--- src/rtl/raster_pkg.sv ---
package raster_pkg;

  // Strobes handed from the sequencing logic to the output stage
  typedef struct packed {
    logic run;     // generator is scanning
    logic active;  // visible pixel
    logic hsync;   // inside line sync phase
    logic vsync;   // inside frame sync lines
    logic sclk;    // raw shift clock phase
    logic req;     // first system clock of a visible pixel
  } rasterStrb_t;

  localparam int STRB_N = 4;  // strobes that carry a polarity bit

endpackage

--- src/rtl/raster_ctrl.sv ---
module raster_ctrl
  import raster_pkg::*;
#(
  parameter int DIV_W = 8,
  parameter int FLD_W = 8,
  parameter int XY_W  = 11
) (
  input  logic             clk,
  input  logic             rstN,
  input  logic             enable,
  input  logic [DIV_W-1:0] divSel,
  input  logic [FLD_W-1:0] hFront,
  input  logic [FLD_W-1:0] hSyncLen,
  input  logic [FLD_W-1:0] hBack,
  input  logic [FLD_W-1:0] vFront,
  input  logic [FLD_W-1:0] vSyncLen,
  input  logic [FLD_W-1:0] vBack,
  input  logic [XY_W-1:0]  activeW,
  input  logic [XY_W-1:0]  activeH,
  output rasterStrb_t      strb,
  output logic [XY_W-1:0]  curX,
  output logic [XY_W-1:0]  curY
);

  localparam int BASE_W = (XY_W > FLD_W) ? XY_W : FLD_W;
  localparam int CNT_W  = BASE_W + 2;

  // Shadow copies of the timing fields, captured at frame start
  logic [DIV_W-1:0] shDiv;
  logic [FLD_W-1:0] shHFront, shHSync, shHBack, shVFront, shVSync, shVBack;
  logic [XY_W-1:0]  shW, shH;

  logic             running;
  logic [DIV_W-1:0] divCnt;
  logic [CNT_W-1:0] xCnt, yCnt;

  logic [CNT_W-1:0] hSyncBeg, hSyncEnd, lineLen;
  logic [CNT_W-1:0] vSyncBeg, vSyncEnd, frameLen;
  logic             tick, xLast, yLast, frameWrap, loadCfg;

  always_comb begin
    hSyncBeg = CNT_W'(shW) + CNT_W'(shHFront) + CNT_W'(1);
    hSyncEnd = hSyncBeg + CNT_W'(shHSync) + CNT_W'(1);
    lineLen  = hSyncEnd + CNT_W'(shHBack) + CNT_W'(3);
    vSyncBeg = CNT_W'(shH) + CNT_W'(shVFront);
    vSyncEnd = vSyncBeg + CNT_W'(shVSync);
    frameLen = vSyncEnd + CNT_W'(shVBack);
  end

  assign tick      = (divCnt == shDiv);
  assign xLast     = (xCnt == lineLen - CNT_W'(1));
  assign yLast     = (yCnt == frameLen - CNT_W'(1));
  assign frameWrap = running && tick && xLast && yLast;
  assign loadCfg   = enable && (!running || frameWrap);

  // Timing field capture
  always_ff @(posedge clk or negedge rstN) begin
    if (!rstN) begin
      shDiv    <= '0;
      shHFront <= '0;
      shHSync  <= '0;
      shHBack  <= '0;
      shVFront <= '0;
      shVSync  <= '0;
      shVBack  <= '0;
      shW      <= '0;
      shH      <= '0;
    end else if (loadCfg) begin
      shDiv    <= divSel;
      shHFront <= hFront;
      shHSync  <= hSyncLen;
      shHBack  <= hBack;
      shVFront <= vFront;
      shVSync  <= vSyncLen;
      shVBack  <= vBack;
      shW      <= activeW;
      shH      <= activeH;
    end
  end

  // Pixel divider and raster counters
  always_ff @(posedge clk or negedge rstN) begin
    if (!rstN) begin
      running <= 1'b0;
      divCnt  <= '0;
      xCnt    <= '0;
      yCnt    <= '0;
    end else if (!enable) begin
      running <= 1'b0;
      divCnt  <= '0;
      xCnt    <= '0;
      yCnt    <= '0;
    end else if (!running) begin
      running <= 1'b1;
      divCnt  <= '0;
      xCnt    <= '0;
      yCnt    <= '0;
    end else begin
      divCnt <= tick ? '0 : divCnt + DIV_W'(1);
      if (tick) begin
        if (xLast) begin
          xCnt <= '0;
          yCnt <= yLast ? '0 : yCnt + CNT_W'(1);
        end else begin
          xCnt <= xCnt + CNT_W'(1);
        end
      end
    end
  end

  logic visible;
  assign visible = running && (xCnt < CNT_W'(shW)) && (yCnt < CNT_W'(shH));

  always_comb begin
    strb.run    = running;
    strb.active = visible;
    strb.hsync  = running && (xCnt >= hSyncBeg) && (xCnt < hSyncEnd);
    strb.vsync  = running && (yCnt >= vSyncBeg) && (yCnt < vSyncEnd);
    strb.sclk   = running && (divCnt > (shDiv >> 1));
    strb.req    = visible && (divCnt == '0);
  end

  assign curX = xCnt[XY_W-1:0];
  assign curY = yCnt[XY_W-1:0];

  // divider never runs past the captured divide value
  assert_div_bound_R1 : assert property (@(posedge clk) disable iff (!rstN)
    running |-> divCnt <= shDiv);

  // pixel counter stays inside the line, data-valid and line sync disjoint
  assert_line_bound_R6 : assert property (@(posedge clk) disable iff (!rstN)
    running |-> xCnt < lineLen);
  assert_sync_apart_R6 : assert property (@(posedge clk) disable iff (!rstN)
    running |-> !(strb.hsync && strb.active));

  // line counter stays inside the frame
  assert_frame_bound_R7 : assert property (@(posedge clk) disable iff (!rstN)
    running |-> yCnt < frameLen);

  // captured fields hold steady through a running frame
  assert_cfg_hold_R10 : assert property (@(posedge clk) disable iff (!rstN)
    (running && enable && !frameWrap) |=>
      ($stable(shW) && $stable(shH) && $stable(shDiv) && $stable(shHSync)
       && $stable(shVSync)));

endmodule

--- src/rtl/raster_out.sv ---
module raster_out
  import raster_pkg::*;
#(
  parameter int XY_W = 11
) (
  input  logic            clk,
  input  logic            rstN,
  input  rasterStrb_t     strb,
  input  logic [XY_W-1:0] curX,
  input  logic [XY_W-1:0] curY,
  input  logic            invSclk,
  input  logic            invLine,
  input  logic            invFrame,
  input  logic            invValid,
  input  logic            sclkGate,
  output logic            lcdSclk,
  output logic            lcdLine,
  output logic            lcdFrame,
  output logic            lcdValid,
  output logic [XY_W-1:0] pixX,
  output logic [XY_W-1:0] pixY,
  output logic            dataReq
);

  logic              sclkOn;
  logic [STRB_N-1:0] rawVec, invVec, outVec;

  assign sclkOn = strb.sclk && (!sclkGate || strb.active);
  assign rawVec = {sclkOn, strb.vsync, strb.hsync, strb.active};
  assign invVec = {invSclk, invFrame, invLine, invValid};

  // One polarity register per strobe
  for (genvar i = 0; i < STRB_N; i++) begin : g_pol
    always_ff @(posedge clk or negedge rstN) begin
      if (!rstN) outVec[i] <= 1'b0;
      else       outVec[i] <= rawVec[i] ^ invVec[i];
    end
  end

  assign {lcdSclk, lcdFrame, lcdLine, lcdValid} = outVec;

  always_ff @(posedge clk or negedge rstN) begin
    if (!rstN) begin
      pixX    <= '0;
      pixY    <= '0;
      dataReq <= 1'b0;
    end else begin
      pixX    <= strb.run ? curX : '0;
      pixY    <= strb.run ? curY : '0;
      dataReq <= strb.req;
    end
  end

  // a stopped generator leaves the pins idle
  assert_idle_pins_R11 : assert property (@(posedge clk) disable iff (!rstN)
    !strb.run |=> (lcdValid == $past(invValid) && lcdLine == $past(invLine)
                   && lcdFrame == $past(invFrame) && !dataReq));

  // gated shift clock stays quiet in blanking
  assert_gate_quiet_R9 : assert property (@(posedge clk) disable iff (!rstN)
    (strb.run && sclkGate && !strb.active) |=> lcdSclk == $past(invSclk));

  // a data request only appears while data-valid is active
  assert_req_visible_R2 : assert property (@(posedge clk) disable iff (!rstN)
    dataReq |-> lcdValid != $past(invValid));

endmodule

--- src/rtl/tft_raster_timer.sv ---
module tft_raster_timer
  import raster_pkg::*;
#(
  parameter int DIV_W = 8,
  parameter int FLD_W = 8,
  parameter int XY_W  = 11
) (
  input  logic             clk,
  input  logic             rstN,
  input  logic             enable,
  input  logic [DIV_W-1:0] divSel,
  input  logic [FLD_W-1:0] hFront,
  input  logic [FLD_W-1:0] hSyncLen,
  input  logic [FLD_W-1:0] hBack,
  input  logic [FLD_W-1:0] vFront,
  input  logic [FLD_W-1:0] vSyncLen,
  input  logic [FLD_W-1:0] vBack,
  input  logic [XY_W-1:0]  activeW,
  input  logic [XY_W-1:0]  activeH,
  input  logic             invSclk,
  input  logic             invLine,
  input  logic             invFrame,
  input  logic             invValid,
  input  logic             sclkGate,
  output logic             lcdSclk,
  output logic             lcdLine,
  output logic             lcdFrame,
  output logic             lcdValid,
  output logic [XY_W-1:0]  pixX,
  output logic [XY_W-1:0]  pixY,
  output logic             dataReq
);

  rasterStrb_t     strb;
  logic [XY_W-1:0] curX, curY;

  raster_ctrl #(.DIV_W(DIV_W), .FLD_W(FLD_W), .XY_W(XY_W)) i_ctrl (
    .clk(clk), .rstN(rstN), .enable(enable), .divSel(divSel),
    .hFront(hFront), .hSyncLen(hSyncLen), .hBack(hBack),
    .vFront(vFront), .vSyncLen(vSyncLen), .vBack(vBack),
    .activeW(activeW), .activeH(activeH),
    .strb(strb), .curX(curX), .curY(curY)
  );

  raster_out #(.XY_W(XY_W)) i_out (
    .clk(clk), .rstN(rstN), .strb(strb), .curX(curX), .curY(curY),
    .invSclk(invSclk), .invLine(invLine), .invFrame(invFrame),
    .invValid(invValid), .sclkGate(sclkGate),
    .lcdSclk(lcdSclk), .lcdLine(lcdLine), .lcdFrame(lcdFrame),
    .lcdValid(lcdValid), .pixX(pixX), .pixY(pixY), .dataReq(dataReq)
  );

endmodule

--- config.mk ---
export PLATFORM = sky130hd
export DESIGN_NAME = tft_raster_timer
export DESIGN_NICKNAME = d
export VERILOG_FILES = /design/src/rtl/raster_pkg.sv /design/src/rtl/raster_ctrl.sv /design/src/rtl/raster_out.sv /design/src/rtl/tft_raster_timer.sv
export SDC_FILE = /design/constraint.sdc
export NUM_CORES = 1
export LEC_CHECK = 0
export ABC_AREA = 0
export BUFFER_PORTS_ARGS = -buffer_cell sky130_fd_sc_hd__buf_2
export CORE_MARGIN = 5
export CORE_UTILIZATION = 55
export DETAILED_ROUTE_END_ITERATION = 10
export GPL_TIMING_DRIVEN = 1
export MAX_ROUTING_LAYER = met4
export PLACE_DENSITY = 0.78
export SYNTH_ARGS = -nofsm -noshare
export SYNTH_HDL_FRONTEND = slang
export SYNTH_HIERARCHICAL = 1
export SYNTH_SLANG_ARGS = --single-unit
--- constraint.sdc ---
create_clock -name clk -period 6.05 [get_ports clk]
set_input_delay 0.605 -clock clk [delete_from_list [all_inputs] [get_ports clk]]
set_output_delay 0.605 -clock clk [all_outputs]
set_load 0.005 [all_outputs]
== Yosys cells after proc, flatten, opt, wreduce, memory -nomap -nowiden ==
Index checks and enable logic that the tools add are counted.

* Bits in registers: 140
* Bits of input ports: 86
* Output and inout bits: 27

* Add/subtract/negate cells: 14
* Magnitude comparators: 7
* Equal/unequal tests: 5
* Multiplexer cells: 15
* Bitwise gates (word level): 4
* Reductions and logical operators: 19

{| class="wikitable"
|+ Operators by type and width
! operator !! count
|-
| $mux 13 || 9
|-
| $add 13x1->13 const B || 4
|-
| $add 13x8->13 || 4
|-
| $eq 13x13->1 || 2
|-
| $ge 13x13->1 || 2
|-
| $lt 13x11->1 || 2
|-
| $lt 13x13->1 || 2
|-
| $sub 13x1->13 const B || 2
|-
| $add 11x8->12 || 2
|-
| $mux 8 || 3
|-
| $mux 11 || 2
|-
| $add 13x2->13 const B || 1
|-
| $logic_and 1x1->1 || 13
|-
| $add 8x1->8 const B || 1
|-
| $eq 8x8->1 || 1
|-
| $gt 8x7->1 || 1
|-
| $logic_not 8->1 || 1
|-
| $ne 3x3->1 const B || 2
|-
| $xor 1x1->1 || 4
|-
| $logic_not 1->1 || 2
|-
| $logic_or 1x1->1 || 2
|-
| $reduce_and 2->1 || 1
|-
| $mux 1 || 1
|}

== Longest topological paths before layout ==
* Word-level depth: 12
* Gate-level depth with buffers: 28
* Depth with buffers taken out: 26

== By module ==
Netlist, hierarchy kept.

{| class="wikitable"
|+ By module, submodules not included
! module !! times used !! cells each !! area each (um^2) !! sequential area each (um^2)
|-
| raster_ctrl || 1 || 1037 || 9967.1 || 2827.7
|-
| raster_out || 1 || 57 || 904.6 || 675.6
|}

== Worst setup path after synthesis ==
No wires, ideal clock.

* Path kind: register -> register
* Start: register i_ctrl.shH[0]
* End: register i_ctrl.shHFront[0]
* Arrival: 5719 ps
* Data required time: 5923 ps
* Path slack: 204 ps
* Stages on the path, launching flop included: 25
* Buffers on the path: 2
* Clock period less this slack: 5846 ps
* Cell sequence: dfrtp_1 -> ha_1 -> inv_1 -> fa_1 -> nor2b_1 -> o31a_1 -> o21ai_0 -> nand2b_1 -> xor2_1 -> ha_1 -> a211o_1 -> o32a_1 -> xnor2_1 -> xor2_1 -> ha_1 -> or4_1 -> o21ai_0 -> xnor2_1 -> or4_4 -> a31oi_4 -> nand4_2 -> o22ai_4 -> buf_6 -> buf_6 -> mux2_1

* Word-level cells in the longest chain between the ends: 8

{| class="wikitable"
|+ Ends and longest elaborated chain
! element !! line !! RTL
|-
| start: declaration || raster_ctrl.sv:31 || <nowiki>logic [XY_W-1:0] shW, shH;</nowiki>
|-
| start signal: assignment || raster_ctrl.sv:77 || <nowiki>shH <= activeH;</nowiki>
|-
| $add 11x8->12 || raster_ctrl.sv:45 || <nowiki>vSyncBeg = CNT_W'(shH) + CNT_W'(shVFront);</nowiki>
|-
| $add 13x8->13 || raster_ctrl.sv:46 || <nowiki>vSyncEnd = vSyncBeg + CNT_W'(shVSync);</nowiki>
|-
| $add 13x8->13 || raster_ctrl.sv:47 || <nowiki>frameLen = vSyncEnd + CNT_W'(shVBack);</nowiki>
|-
| $sub 13x1->13 || raster_ctrl.sv:52 || <nowiki>assign yLast = (yCnt == frameLen - CNT_W'(1));</nowiki>
|-
| $eq 13x13->1 || raster_ctrl.sv:52 ||
|-
| $logic_and 1x1->1 || raster_ctrl.sv:53 || <nowiki>assign frameWrap = running && tick && xLast && yLast;</nowiki>
|-
| $logic_or 1x1->1 || raster_ctrl.sv:54 || <nowiki>assign loadCfg = enable && (!running || frameWrap);</nowiki>
|-
| $logic_and 1x1->1 || raster_ctrl.sv:54 ||
|-
| end signal: assignment || raster_ctrl.sv:70 || <nowiki>shHFront <= hFront;</nowiki>
|-
| end: declaration || raster_ctrl.sv:30 || <nowiki>logic [FLD_W-1:0] shHFront, shHSync, shHBack, shVFront, shVSync, shVBack;</nowiki>
|}

No other way between the ends.
A chain may end at the register's enable or synchronous reset.

== Worst setup path after layout ==
* Start: register i_ctrl.shH[0]
* End: register i_ctrl.shVSync[2]

* Word-level cells in the longest chain between the ends: 8

{| class="wikitable"
|+ Ends and longest elaborated chain
! element !! line !! RTL
|-
| $add 11x8->12 || raster_ctrl.sv:45 ||
|-
| $add 13x8->13 || raster_ctrl.sv:46 ||
|-
| $add 13x8->13 || raster_ctrl.sv:47 ||
|-
| $sub 13x1->13 || raster_ctrl.sv:52 ||
|-
| $eq 13x13->1 || raster_ctrl.sv:52 ||
|-
| $logic_and 1x1->1 || raster_ctrl.sv:53 ||
|-
| $logic_or 1x1->1 || raster_ctrl.sv:54 ||
|-
| $logic_and 1x1->1 || raster_ctrl.sv:54 ||
|-
| end signal: assignment || raster_ctrl.sv:74 || <nowiki>shVSync <= vSyncLen;</nowiki>
|-
| end: declaration || raster_ctrl.sv:30 ||
|}

No other way between the ends.

==> flow_summary.yaml <==
status:
  status: "finished clean"
power_and_ir_drop:
  p_clk_share_pct: 18.1
  p_leak_nw: 6.19
  power_density_nw_per_um2: 521
  power.internal_w: 0.00376
  combPwrFrac_pct: 65.2
  power_w: 0.00650
  switchingPower_w: 0.00274
  ir_drop_mv: 0.355
  seqPwrFrac_pct: 16.7
  switching_share_pct: 42.2
layout:
  fill_cells: 1553
  fin_util_pct: 64.0
  regArea_um2: 3500
  num_antenna_cells: 0
  syn_to_final_growth_pct: 14.6
  multi_input_area_um2: 6750
  drive_above_1_share_pct: 23.1
  fin_nets: 1435
drt:
  drcViolationCount: 0
  drt-total-wl_um: 24600
  viasPerCell: 5.71
  via_count: 8459
  first_pass_iters: 5
  wl_per_cell_um: 16.6
  drtAntennaViolNets: 0
  initialDrtViolationCount: 555
yosys:
  ys_types: 80
  synth_top_flop_cell: "dfrtp_1"
  synth_edf_count: 0
  ys_ff_latch: 140
  avgSynthCellArea_um2: 9.94
  synth_top_area_share_pct: 32.2
  synth.largest_area_cell: "dfrtp_1"
  synth_cells: 1094
  async_reset_ff_share_pct: 100
  ys_seq_area_share_pct: 32.2
  synth_warnings: 6
  synth.area.top_cells: "dfrtp_1 (32%), ha_1 (16%), mux2_2 (6.2%)"
  syn-cell-area_um2: 10900
floorplan:
  ios: 113
  die_w_um: 151
  die_y_um: 151
  die_area_um2: 22700
  start_util_pct: 55.9
  core-area_um2: 19500
  row_count: 51
sta:
  finalSetupViolations: 0
  period_share_pct: 97.4
  setup-tns-final_ps: 0
  max-slew-margin-rel_pct: 44.4
  fmax_mhz: 170
  slew_violations: 0
  whs_ps: 196
  tightest_slew_ps: 832
  skew_ps: 11.8
  finalHoldViolCount: 0
  period_needed_ps: 5890
setup_path:
  crit_chain: "ha_2 > inv_1 > fa_2 > nor2b_2 > o31a_1 > o21ai_0 > nand2b_1 > xor2_2 > ha_4 > a211o_1 > o32a_1 > xnor2_2 > nand2b_1 > ha_1 > or4_1 > o21ai_2 > xnor2_2 > or4_4 > a31oi_4 > nand4_2 > o22ai_4 > buf_8 > buf_12 > mux2_2"
  rrSetupSlack_ps: 160
  critPathMaxFanout: 13
  startpoint: "i_ctrl/shH[0]"
  required_ps: 6360
  crit_path_end_kind: "flop"
  reg2reg_depth: 24
  r2r-end: "i_ctrl/shVSync[2]"
  worstSetupPathType: "flop to flop"
  rr_startpoint: "i_ctrl/shH[0]"
  critPathSlowestCell: "or4_1"
  cpPeakStageDelay_ps: 540
  cp.arrival_ps: 6200
  crit_path_start_kind: "flop"
clock_tree:
  postCtsHoldBufs: 0
  cts_sinks: 140
  cts_buffers: 17
  htreeDepth: 4
  cts.root.buffer_cell: "clkbuf_16"
  clkLatencyLatePin_ps: 430
  cts_tree: "done"
  cts_max_path_buffers: 2
  clk_pin_slew_ps: 60
global_route:
  grt_pass1_wl_um: 38900
  grtUsageMet3_pct: 3.70
  met2_usage_pct: 33.3
  grt_max_degree: 75
  antenna_found_initial: 0
  grt-busiest-layer: "met2"
  grtUsageTotal_pct: 21.7
  grtUsageMet1_pct: 30.0
  overflow: 0
  grt_pass1_vias: 8203
place:
  io_buffers: 112
  place_congestion: 0.894
  dp_hpwl_um: 17500
hold_path:
  hold_class: "primary input to asynchronous set/reset pin"
run:
  maxCapViolCount: 0
-- metal layers --
layer  vias to the layer above  wire (um)
met2                       251      11200
met1                      4076      11700
met4                         0        329
met3                        34       1290
li1                       4098          -
met5                         -          0
-- placed cells by master, fill, tap and decap left out, types with 4 or more instances in the layout --
| master | Yosys | layout |
|---|---|---|
| a21oi_1 | 46 | 46 |
| o31a_1 | 7 | 7 |
| a211oi_1 | 5 | 5 |
| xnor2_1 | 58 | 56 |
| nor3b_1 | 9 | 9 |
| o211ai_1 | 5 | 5 |
| nor2b_1 | 11 | 10 |
| nand2_1 | 39 | 39 |
| bufinv_16 | 0 | 5 |
| inv_1 | 101 | 101 |
| nor2_1 | 40 | 40 |
| nand4_1 | 10 | 10 |
| and3_1 | 15 | 15 |
| mux2_2 | 60 | 60 |
| ha_1 | 139 | 136 |
| a21o_1 | 28 | 28 |
| nand3_1 | 28 | 28 |
| mux2_1 | 10 | 10 |
| or3_1 | 5 | 5 |
| dfrtp_1 | 140 | 140 |
| a31oi_1 | 6 | 6 |
| and2_1 | 8 | 8 |
| and2_2 | 17 | 17 |
| or2_2 | 4 | 4 |
| o21a_1 | 30 | 30 |
| buf_2 | 1 | 111 |
| mux2_4 | 10 | 10 |
| nor4_1 | 13 | 11 |
| o21ai_0 | 49 | 47 |
| fa_1 | 6 | 5 |
| xor2_1 | 38 | 36 |
| buf_4 | 29 | 13 |
| nor3_1 | 27 | 27 |
| nand2b_1 | 17 | 17 |
| clkbuf_16 | 0 | 20 |
| a32o_1 | 8 | 8 |
| o21bai_1 | 4 | 4 |
-- sequential cells by signal, indices dropped and copies added, names as in the netlist, 11 cells and up --
signal,cells
i_out/pixY,11
i_out/pixX,11
i_ctrl/yCnt,13
i_ctrl/shH,11
i_ctrl/shW,11
i_ctrl/xCnt,13
-- repair_timing --
action | in CTS | in global routing
gates resized for setup | 2 | 17
gates cloned | 1 | 3
endpoints found under the setup margin | 50 | 89
buffers inserted | 0 | 7
pin swaps | 0 | 9
-- cell usage after synthesis (3+ instances only) --
cell	n
a211oi_1	5
a21boi_0	3
a21o_1	28
a21oi_1	46
a31oi_1	6
a32o_1	8
and2_1	8
and2_2	17
and3_1	15
buf_4	29
buf_6	4
clkbuf_1	8
dfrtp_1	140
fa_1	6
ha_1	139
inv_1	101
mux2_1	10
mux2_2	60
mux2_4	10
nand2_1	39
nand2b_1	17
nand3_1	28
nand4_1	10
nor2_1	40
nor2b_1	11
nor3_1	27
nor3b_1	9
nor4_1	13
o211ai_1	5
o21a_1	30
o21ai_0	49
o21bai_1	4
o22ai_1	3
o31a_1	7
o41ai_1	3
or2_2	4
or3_1	5
or4_1	3
xnor2_1	58
xor2_1	38
-- worst max-delay path by stage --
stage                                    end  depth (start not counted)
after floorplan           i_ctrl/shHFront[0]                         24
after global placement     i_ctrl/shHSync[0]                         23
after detailed placement       i_ctrl/shW[0]                         23
after CTS                     i_ctrl/shH[10]                         23
after global routing       i_ctrl/shHBack[4]                         24
final                      i_ctrl/shVSync[2]                         24
-- per-stage QoR --
| stage | setup slack [ps] | std cells | instance area, um2 |
|---|---|---|---|
| after floorplan | 204 | 1095 | 10900 |
| after global placement | 115 | 1439 | 11600 |
| after detailed placement | -69.1 | 1439 | 11600 |
| after CTS | 17.8 | 1472 | 12300 |
| after global routing | -105 | 1482 | 12500 |
| final | 157 | 1482 | 12500 |
-- power by group through the flow --
stage | Clock (W) | Sequential, W | Combinational (W)
2_1_floorplan | 0 | 0.00108 | 0.00325
3_3_place_gp | 0 | 0.00110 | 0.00383
3_5_place_dp | 0 | 0.00110 | 0.00396
4_1_cts | 0.00119 | 0.00109 | 0.00401
5_1_grt | 0.00124 | 0.00110 | 0.00473
6_report | 0.00118 | 0.00109 | 0.00423
-- cell families (layout without fill, tap and decap cells) --
logic type,count (synthesis),after routing,share of synthesized area (%)
buffers and inverters,145,267,6.40
AOI/OAI and AO/OA,225,225,14.3
and+or+nand+nor,256,256,12.9
DFF,140,140,32.2
other,1,2,0.0345
muxes,82,82,8.82
xor gates and xnor gates,98,98,8.09
adders and majority gates,147,147,17.3
-- layout make-up --
class                   instances  area share, %
clock inverters                10           1.49
well taps                     265           2.66
clock buffers                  22           3.80
inverters                     102           3.07
repair buffers                133           6.69
flip-flops and latches        140           28.1
multi-input cells             810           54.2
-- critical path, delay by kind of cell, from the launching register on --
kind | cells | cell delay, ps
buf+inv | 3 | 420
fa+ha+maj | 4 | 1040
mux | 1 | 370
simple gates | 6 | 1540
compound gates | 7 | 1450
xor+xnor | 3 | 570
flops | 1 | 370
(Power assumes the default switching activity.)
